### src/rtl/sop_pkg.sv
package sop_pkg;

  typedef enum logic {
    POL_TRUE = 1'b0,
    POL_COMP = 1'b1
  } line_pol_e;

  // Flat position of one crosspoint in the configuration map (term-major).
  function automatic int unsigned xpoint_idx(int unsigned term, int unsigned line,
                                             line_pol_e pol, int unsigned n_lines);
    return term * (2 * n_lines) + 2 * line + ((pol == POL_COMP) ? 1 : 0);
  endfunction

endpackage

### src/rtl/sop_fuse_bank.sv
module sop_fuse_bank #(
  parameter int N_TERMS = 64,
  parameter int ROW_W   = 32,
  parameter int TW      = 6
) (
  input  logic                       clk,
  input  logic                       rst,
  input  logic                       prog_en,
  input  logic                       wr_en,
  input  logic [TW-1:0]              wr_term,
  input  logic [ROW_W-1:0]           wr_row,
  output logic [N_TERMS*ROW_W-1:0]   fuse_flat
);

  logic [ROW_W-1:0] row_q [N_TERMS];

  always_ff @(posedge clk) begin
    if (rst) begin
      for (int r = 0; r < N_TERMS; r++) row_q[r] <= '1;
    end else if (prog_en && wr_en) begin
      for (int r = 0; r < N_TERMS; r++)
        if (wr_term == TW'(r)) row_q[r] <= wr_row;
    end
  end

  for (genvar r = 0; r < N_TERMS; r++) begin : g_flat
    assign fuse_flat[r*ROW_W +: ROW_W] = row_q[r];
  end


  locked_map_chk: assert property (@(posedge clk) disable iff (rst)
    !(prog_en && wr_en) |=> $stable(fuse_flat));

endmodule

### src/rtl/sop_term.sv
module sop_term #(
  parameter int N_LINES = 16
) (
  input  logic [2*N_LINES-1:0] row,
  input  logic [N_LINES-1:0]   lines,
  output logic                 term_o
);

  logic [2*N_LINES-1:0] pair;

  for (genvar i = 0; i < N_LINES; i++) begin : g_pair
    assign pair[2*i]     = lines[i];
    assign pair[2*i + 1] = ~lines[i];
  end

  // A blown crosspoint (0) forces its position to 1.
  assign term_o = &(pair | ~row);

endmodule

### src/rtl/sop_out_cell.sv
module sop_out_cell #(
  parameter int N_SUM = 7
) (
  input  logic             clk,
  input  logic             rst,
  input  logic             prog_en,
  input  logic [N_SUM-1:0] sum_terms,
  input  logic             en_term,
  output logic             out_n_q,
  output logic             out_en_q
);

  always_ff @(posedge clk) begin
    if (rst) begin
      out_n_q  <= 1'b1;
      out_en_q <= 1'b0;
    end else begin
      out_n_q  <= ~(|sum_terms);
      out_en_q <= en_term & ~prog_en;
    end
  end


  prog_hold_chk: assert property (@(posedge clk) disable iff (rst)
    prog_en |=> !out_en_q);


  reset_state_chk: assert property (@(posedge clk) disable iff (rst)
    $fell(rst) |-> (out_n_q && !out_en_q));

endmodule

### src/rtl/sop_array.sv
module sop_array
  import sop_pkg::*;
#(
  parameter int N_IN  = 10,
  parameter int N_OUT = 8,
  parameter int N_FB  = 6,
  parameter int N_SUM = 7,
  localparam int N_LINES = N_IN + N_FB,
  localparam int ROW_W   = 2 * N_LINES,
  localparam int TPO     = N_SUM + 1,
  localparam int N_TERMS = N_OUT * TPO,
  localparam int TW      = $clog2(N_TERMS)
) (
  input  logic             clk,
  input  logic             rst,
  input  logic             prog_en,
  input  logic             wr_en,
  input  logic [TW-1:0]    wr_term,
  input  logic [ROW_W-1:0] wr_row,
  input  logic [N_IN-1:0]  in_pins,
  input  logic [N_FB-1:0]  pin_in,
  output logic [N_OUT-1:0] out_n,
  output logic [N_OUT-1:0] out_en
);

  logic [N_TERMS*ROW_W-1:0] fuse_flat;
  logic [N_LINES-1:0]       lines;
  logic [N_TERMS-1:0]       term_v;

  sop_fuse_bank #(.N_TERMS(N_TERMS), .ROW_W(ROW_W), .TW(TW)) u_bank (
    .clk(clk), .rst(rst), .prog_en(prog_en), .wr_en(wr_en),
    .wr_term(wr_term), .wr_row(wr_row), .fuse_flat(fuse_flat)
  );

  assign lines[N_IN-1:0] = in_pins;
  for (genvar k = 0; k < N_FB; k++) begin : g_fb
    assign lines[N_IN + k] = out_en[k] ? out_n[k] : pin_in[k];
  end

  for (genvar t = 0; t < N_TERMS; t++) begin : g_term
    localparam int BASE = xpoint_idx(t, 0, POL_TRUE, N_LINES);
    sop_term #(.N_LINES(N_LINES)) u_term (
      .row(fuse_flat[BASE +: ROW_W]), .lines(lines), .term_o(term_v[t])
    );


    erased_term_zero_chk: assert property (@(posedge clk) disable iff (rst)
      (fuse_flat[BASE +: ROW_W] == '1) |-> !term_v[t]);
  end

  for (genvar o = 0; o < N_OUT; o++) begin : g_out
    sop_out_cell #(.N_SUM(N_SUM)) u_cell (
      .clk(clk), .rst(rst), .prog_en(prog_en),
      .sum_terms(term_v[o*TPO +: N_SUM]), .en_term(term_v[o*TPO + N_SUM]),
      .out_n_q(out_n[o]), .out_en_q(out_en[o])
    );
  end

endmodule

### config.mk
export PLATFORM = sky130hd
export DESIGN_NAME = sop_array
export DESIGN_NICKNAME = d
export VERILOG_FILES = /design/src/rtl/sop_pkg.sv /design/src/rtl/sop_fuse_bank.sv /design/src/rtl/sop_term.sv /design/src/rtl/sop_out_cell.sv /design/src/rtl/sop_array.sv
export SDC_FILE = /design/constraint.sdc
export NUM_CORES = 2
export LEC_CHECK = 0
export BUFFER_PORTS_ARGS = -buffer_cell sky130_fd_sc_hd__buf_4
export CORE_ASPECT_RATIO = 2
export CORE_MARGIN = 2
export CORE_UTILIZATION = 45
export DETAILED_ROUTE_END_ITERATION = 7
export GPL_TIMING_DRIVEN = 1
export PLACE_DENSITY = 0.66
export SYNTH_ARGS = -nofsm -noshare
export SYNTH_HDL_FRONTEND = slang
export SYNTH_SLANG_ARGS = --single-unit
### constraint.sdc
create_clock -name clk -period 3.9 [get_ports clk]
set_clock_uncertainty 0.05 [all_clocks]
set_input_delay 0.78 -clock clk [delete_from_list [all_inputs] [get_ports clk]]
set_output_delay 0.78 -clock clk [all_outputs]
set_load 0.01 [all_outputs]
Word level (Yosys, flattened, before mapping)
Memory sizes are Yosys's and may differ from the RTL's. Index checks and enable logic that the tools add are counted.

Bitwise operators: 225. Reduce and logical (&&, ||, !) cells: 74. Mux-type cells: 328. Eq/ne operators: 63.

Operators with widths (number): $mux W32 (64); $not A32 Y32 (64); $or A32 B32 Y32 (64); $reduce_and A32 Y1 (64); $mux W1 (264); $eq A6 B6 Y1 const B (32); $eq A6 B5 Y1 const B (16); $or A1 B1 Y1 (64); $reduce_or A7 Y1 (8); $eq A6 B4 Y1 const B (8); $not A1 Y1 (25); $eq A6 B3 Y1 const B (4); $eq A6 B2 Y1 const B (2); $and A1 B1 Y1 (8); $eq A6 B1 Y1 const B (1); $logic_not A6 Y1 (1); $logic_and A1 B1 Y1 (1).

Memories: 1. Flip-flop bits (word level): 16. Input bits: 58. Word-level logic and storage cells: 707. Bits in writable memories: 2048. Output and inout bits: 16.

Memory list: u_bank.row_q (depth 64, bits a word 32, rd ports 64, clocked after memory_dff 0, write ports 64, line sop_fuse_bank.sv:15) `logic [ROW_W-1:0] row_q [N_TERMS];`.

Longest topological paths before layout
Depth in word-level cells: 6. Depth in mapped cells: 8. Gate-level depth less buffers: 6.

By module
From an unflattened synthesis, not the netlist that was laid out.

Cell total of the unflattened synthesis: 5059. Area total of the unflattened synthesis: 83186.0 µm².

By module, submodules not included: sop_fuse_bank (instances 1, area an instance 69863.3 µm², cells an instance 3661, sequential area each 61499.0 µm²); sop_term (instances 64, area an instance 197.7 µm², cells an instance 21, sequential area each 0.0 µm²); sop_out_cell (instances 8, area an instance 72.6 µm², cells an instance 6, sequential area each 40.0 µm²); sop_array (instances 1, area an instance 90.1 µm², cells an instance 6, sequential area each 0.0 µm²).

Worst setup path after synthesis
No wires, ideal clock.

Path type: input to register. Start point: input port wr_term[4]. End point: memory u_bank.row_q[35][4], in the netlist u_bank.row_q[1][100] (enable). Required time: 3422 ps. Setup slack: 579 ps. Cell stages on the path: 3. Data arrival time: 2842 ps. Setup time: 428 ps. Path buffers: 1. Cell sequence: nand4b_1 clkbuf_1 o21bai_1.

RTL lines: from (decl) (line sop_array.sv:18) `input logic [TW-1:0] wr_term,`; to (decl) (line sop_fuse_bank.sv:15).

Worst setup path in the final report
Start point: register g_out[3].u_cell.out_en_q. End point: register g_out[4].u_cell.out_n_q.

Word-level cells in the longest chain between the ends: 6. Elaborated cells between the ends (all ways): 18. Classes of those cells: mux: 1; bitwise: 9; reduce/logical: 8.

RTL lines: from (decl) (line sop_out_cell.sv:10) `output logic out_en_q`; from (signal assigned) (line sop_out_cell.sv:19) `out_en_q <= en_term & ~prog_en;`; $mux W1 * (line sop_array.sv:37) `assign lines[N_IN + k] = out_en[k] ? out_n[k] : pin_in[k];`; $not A1 Y1 (line sop_term.sv:13) `assign pair[2*i + 1] = ~lines[i];`; $or A32 B32 Y32 (line sop_term.sv:17) `assign term_o = &(pair | ~row);`; $reduce_and A32 Y1 (line sop_term.sv:17); $reduce_or A7 Y1 * (line sop_out_cell.sv:18) `out_n_q <= ~(|sum_terms);`; $not A1 Y1 * (line sop_out_cell.sv:18); to (signal assigned) (line sop_out_cell.sv:18); to (decl) (line sop_out_cell.sv:9) `output logic out_n_q,`.

Every way passes the cells marked *; elsewhere a longest branch is shown, timed or not. A chain may end at the register's enable or synchronous reset.

==> results.sh <==
export IMPL_status="finished, final reports clean"
export IMPL_final_cell_mix="edfxtp_1, nand2_1, mux2i_1"
export IMPL_coreArea_um2=181100
export IMPL_synth_warnings=0
export IMPL_syn_avg_cell_area_um2=16.00
export IMPL_placed_cell_area_um2=86510
export IMPL_grt_max_degree=85
export IMPL_seq_area_um2=61820
export IMPL_portBuffers=73
export IMPL_cts_tree="done"
export IMPL_root_buffer="clkbuf_16"
export IMPL_final_common_cell="edfxtp_1"
export IMPL_vias=45141
export IMPL_hold_class="input pin to flip-flop"
export IMPL_post_cts_buffers=0
export IMPL_startpoint_type="flip-flop"
export IMPL_syn_instance_count=5117
export IMPL_initial_core_util=0.4521
export IMPL_hold_viol=0
export IMPL_p_total_mw=46.40
export IMPL_dr_pass1_iters=6
export IMPL_cts_resized_gates=0
export IMPL_whs_ps=273.5
export IMPL_clkLatencyLatePin_ps=830
export IMPL_crit_type="flip-flop to flip-flop"
export IMPL_clkSlewWorstSetupHoldPaths_ps=70
export IMPL_ys_seq_area_frac=0.7550
export IMPL_p_int_mw=36.10
export IMPL_num_io_pins=74
export IMPL_relSlewSlack=0.1484
export IMPL_arrival_ps=3990
export IMPL_cts_made_buffers=168
export IMPL_syn_to_final_growth_pct=12.21
export IMPL_switching_share=0.2220
export IMPL_syn_nets=5175
export IMPL_final_setup_tns_ps=0
export IMPL_drt_initial_drc_count=4244
export IMPL_die_w_um=305.6
export IMPL_final_nets=5344
export IMPL_overflow=0
export IMPL_power_density_nw_per_um2=505.0
export IMPL_final_min_clock_period_ps=3323
export IMPL_pwr_share_seq=0.565
export IMPL_worst_pin_slew_ps=1277
export IMPL_setup_viol=0
export IMPL_antenna_found_initial=3
export IMPL_drc=0
export IMPL_slew_viol_final=0
export IMPL_detail_route_antenna_nets=0
export IMPL_dp_hpwl_um=140500
export IMPL_avgRoutedWirePerCell_um=29.83
export IMPL_max_cap_violations=0
export IMPL_htreeDepth=4
export IMPL_cts_path_max_buffers=4
export IMPL_final_area_um2=91890
export IMPL_max_freq_mhz=301.0
export IMPL_clock_sinks=2064
export IMPL_drt_vias_per_instance=5.822
export IMPL_die_area_um2=185600
export IMPL_grt_pass1_vias=45249
export IMPL_synth_distinct_cells=22
export IMPL_finalWirelength_um=231300
export IMPL_end_kind="flip-flop"
export IMPL_multi_input_area_um2=18380
export IMPL_leakage_nw=32.26
export IMPL_worstPathMaxFanout=17
export IMPL_num_rows=221
export IMPL_postCtsHoldBufs=0
export IMPL_fin_util=0.5073
export IMPL_clock_power_share=0.367
export IMPL_rsz0062_at_grt="false"
export IMPL_fin_crit_sh=0.8520
export IMPL_nFillCells=14494
export IMPL_grt_pass1_wl_um=323100
export IMPL_ys_seq_elements=2064
export IMPL_critPathRequiredTime_ps=4560
export IMPL_drive_gt1_frac=0.1371
export IMPL_gp_congestion=0.8395
export IMPL_netlist_area_um2=81880
export IMPL_power_frac_comb=0.068
export IMPL_ir_drop_mv=0.3427
export IMPL_chipHeight_um=607.3
export IMPL_gr_usage_all_layers=0.2462
export IMPL_p_sw_mw=10.30
[worst max-delay path, cell delays in order, from the launching register on]
cell and delay (ps):
dfxtp_1 600, mux2i_4 400, buf_12 250, buf_4 290, mux2i_1 280, nand4_1 170, nor3_1 400, a41oi_1 400
a41o_1 330
[cell usage after synthesis, drive strengths merged]
cell type | count | area share
nor3 | 65 | 0.0040
or3 | 1 | 0.000076
edfxtp | 2048 | 0.75
inv | 32 | 0.0015
nand4 | 122 | 0.0093
nor2 | 78 | 0.0045
or2 | 34 | 0.0026
nand3 | 72 | 0.0044
clkbuf | 127 | 0.0058
a41oi | 22 | 0.0024
a41o | 8 | 0.00098
o21bai | 30 | 0.0028
nor2b | 4 | 0.00031
mux2i | 1030 | 0.13
buf | 216 | 0.020
dfxtp | 16 | 0.0039
nand2 | 1130 | 0.052
and4 | 81 | 0.0087
nand4b | 1 | 0.00011
[flip-flops by register name, summed over array words and instances (netlist names)]
name,flops
u_bank.row_q,2048
g_out.u_cell.out_en_q,8
g_out.u_cell.out_n_q,8
[power by group through the flow]
| stage | Sequential (mW) | Combinational (mW) | Clock (mW) |
|---|---|---|---|
| floorplan | 26.6 | 1.68 | 0 |
| global placement | 26.6 | 3.10 | 0 |
| detailed placement | 26.7 | 3.13 | 0 |
| CTS | 26.2 | 3.14 | 17.2 |
| global route | 26.4 | 3.24 | 17.9 |
| finish | 26.2 | 3.14 | 17.0 |
[final timing paths]
check                                           endpoint                      from  depth (start not counted)  slack [ps]
worst max register to register   g_out[4].u_cell.out_n_q  g_out[3].u_cell.out_en_q                          8         580
worst min-delay path                u_bank.row_q[0][573]                wr_row[29]                          3         270
worst max-delay path             g_out[4].u_cell.out_n_q  g_out[3].u_cell.out_en_q                          8         580
worst min register to register  g_out[3].u_cell.out_en_q     u_bank.row_q[0][1014]                          3         490
[through the flow]
stage | setup WS (ps) | cells
2_1_floorplan | 579.5 | 5117
3_3_place_gp | 113.1 | 7457
3_5_place_dp | 126.2 | 7457
4_1_cts | 504.3 | 7753
5_1_grt | 573.4 | 7754
6_report | 577.2 | 7754
[cells by family after synthesis]
family	synth area share
simple gates	0.08574
compound gates	0.006081
flops	0.7550
mux	0.1259
buf+inv	0.02732
[area by class of cell]
class / count / area share
clock inverter: 85 / 0.009736
sequential: 2064 / 0.6728
inverter: 32 / 0.001307
timing repair buffer: 342 / 0.03547
tap: 2341 / 0.03188
antenna: 1 / 0.00002723
multi-input combinational: 2678 / 0.2000
clock buffer: 211 / 0.04876
[layer usage]
metal / global-route usage / part of all wire / vias to the layer above
li1: - / - / 19314
met1: 0.2726 / 0.34 / 23214
met2: 0.4580 / 0.54 / 2018
met3: 0.03108 / 0.064 / 595
met4: 0.1266 / 0.058 / 0
met5: 0 / 0 / -
(Power assumes the default switching activity.)
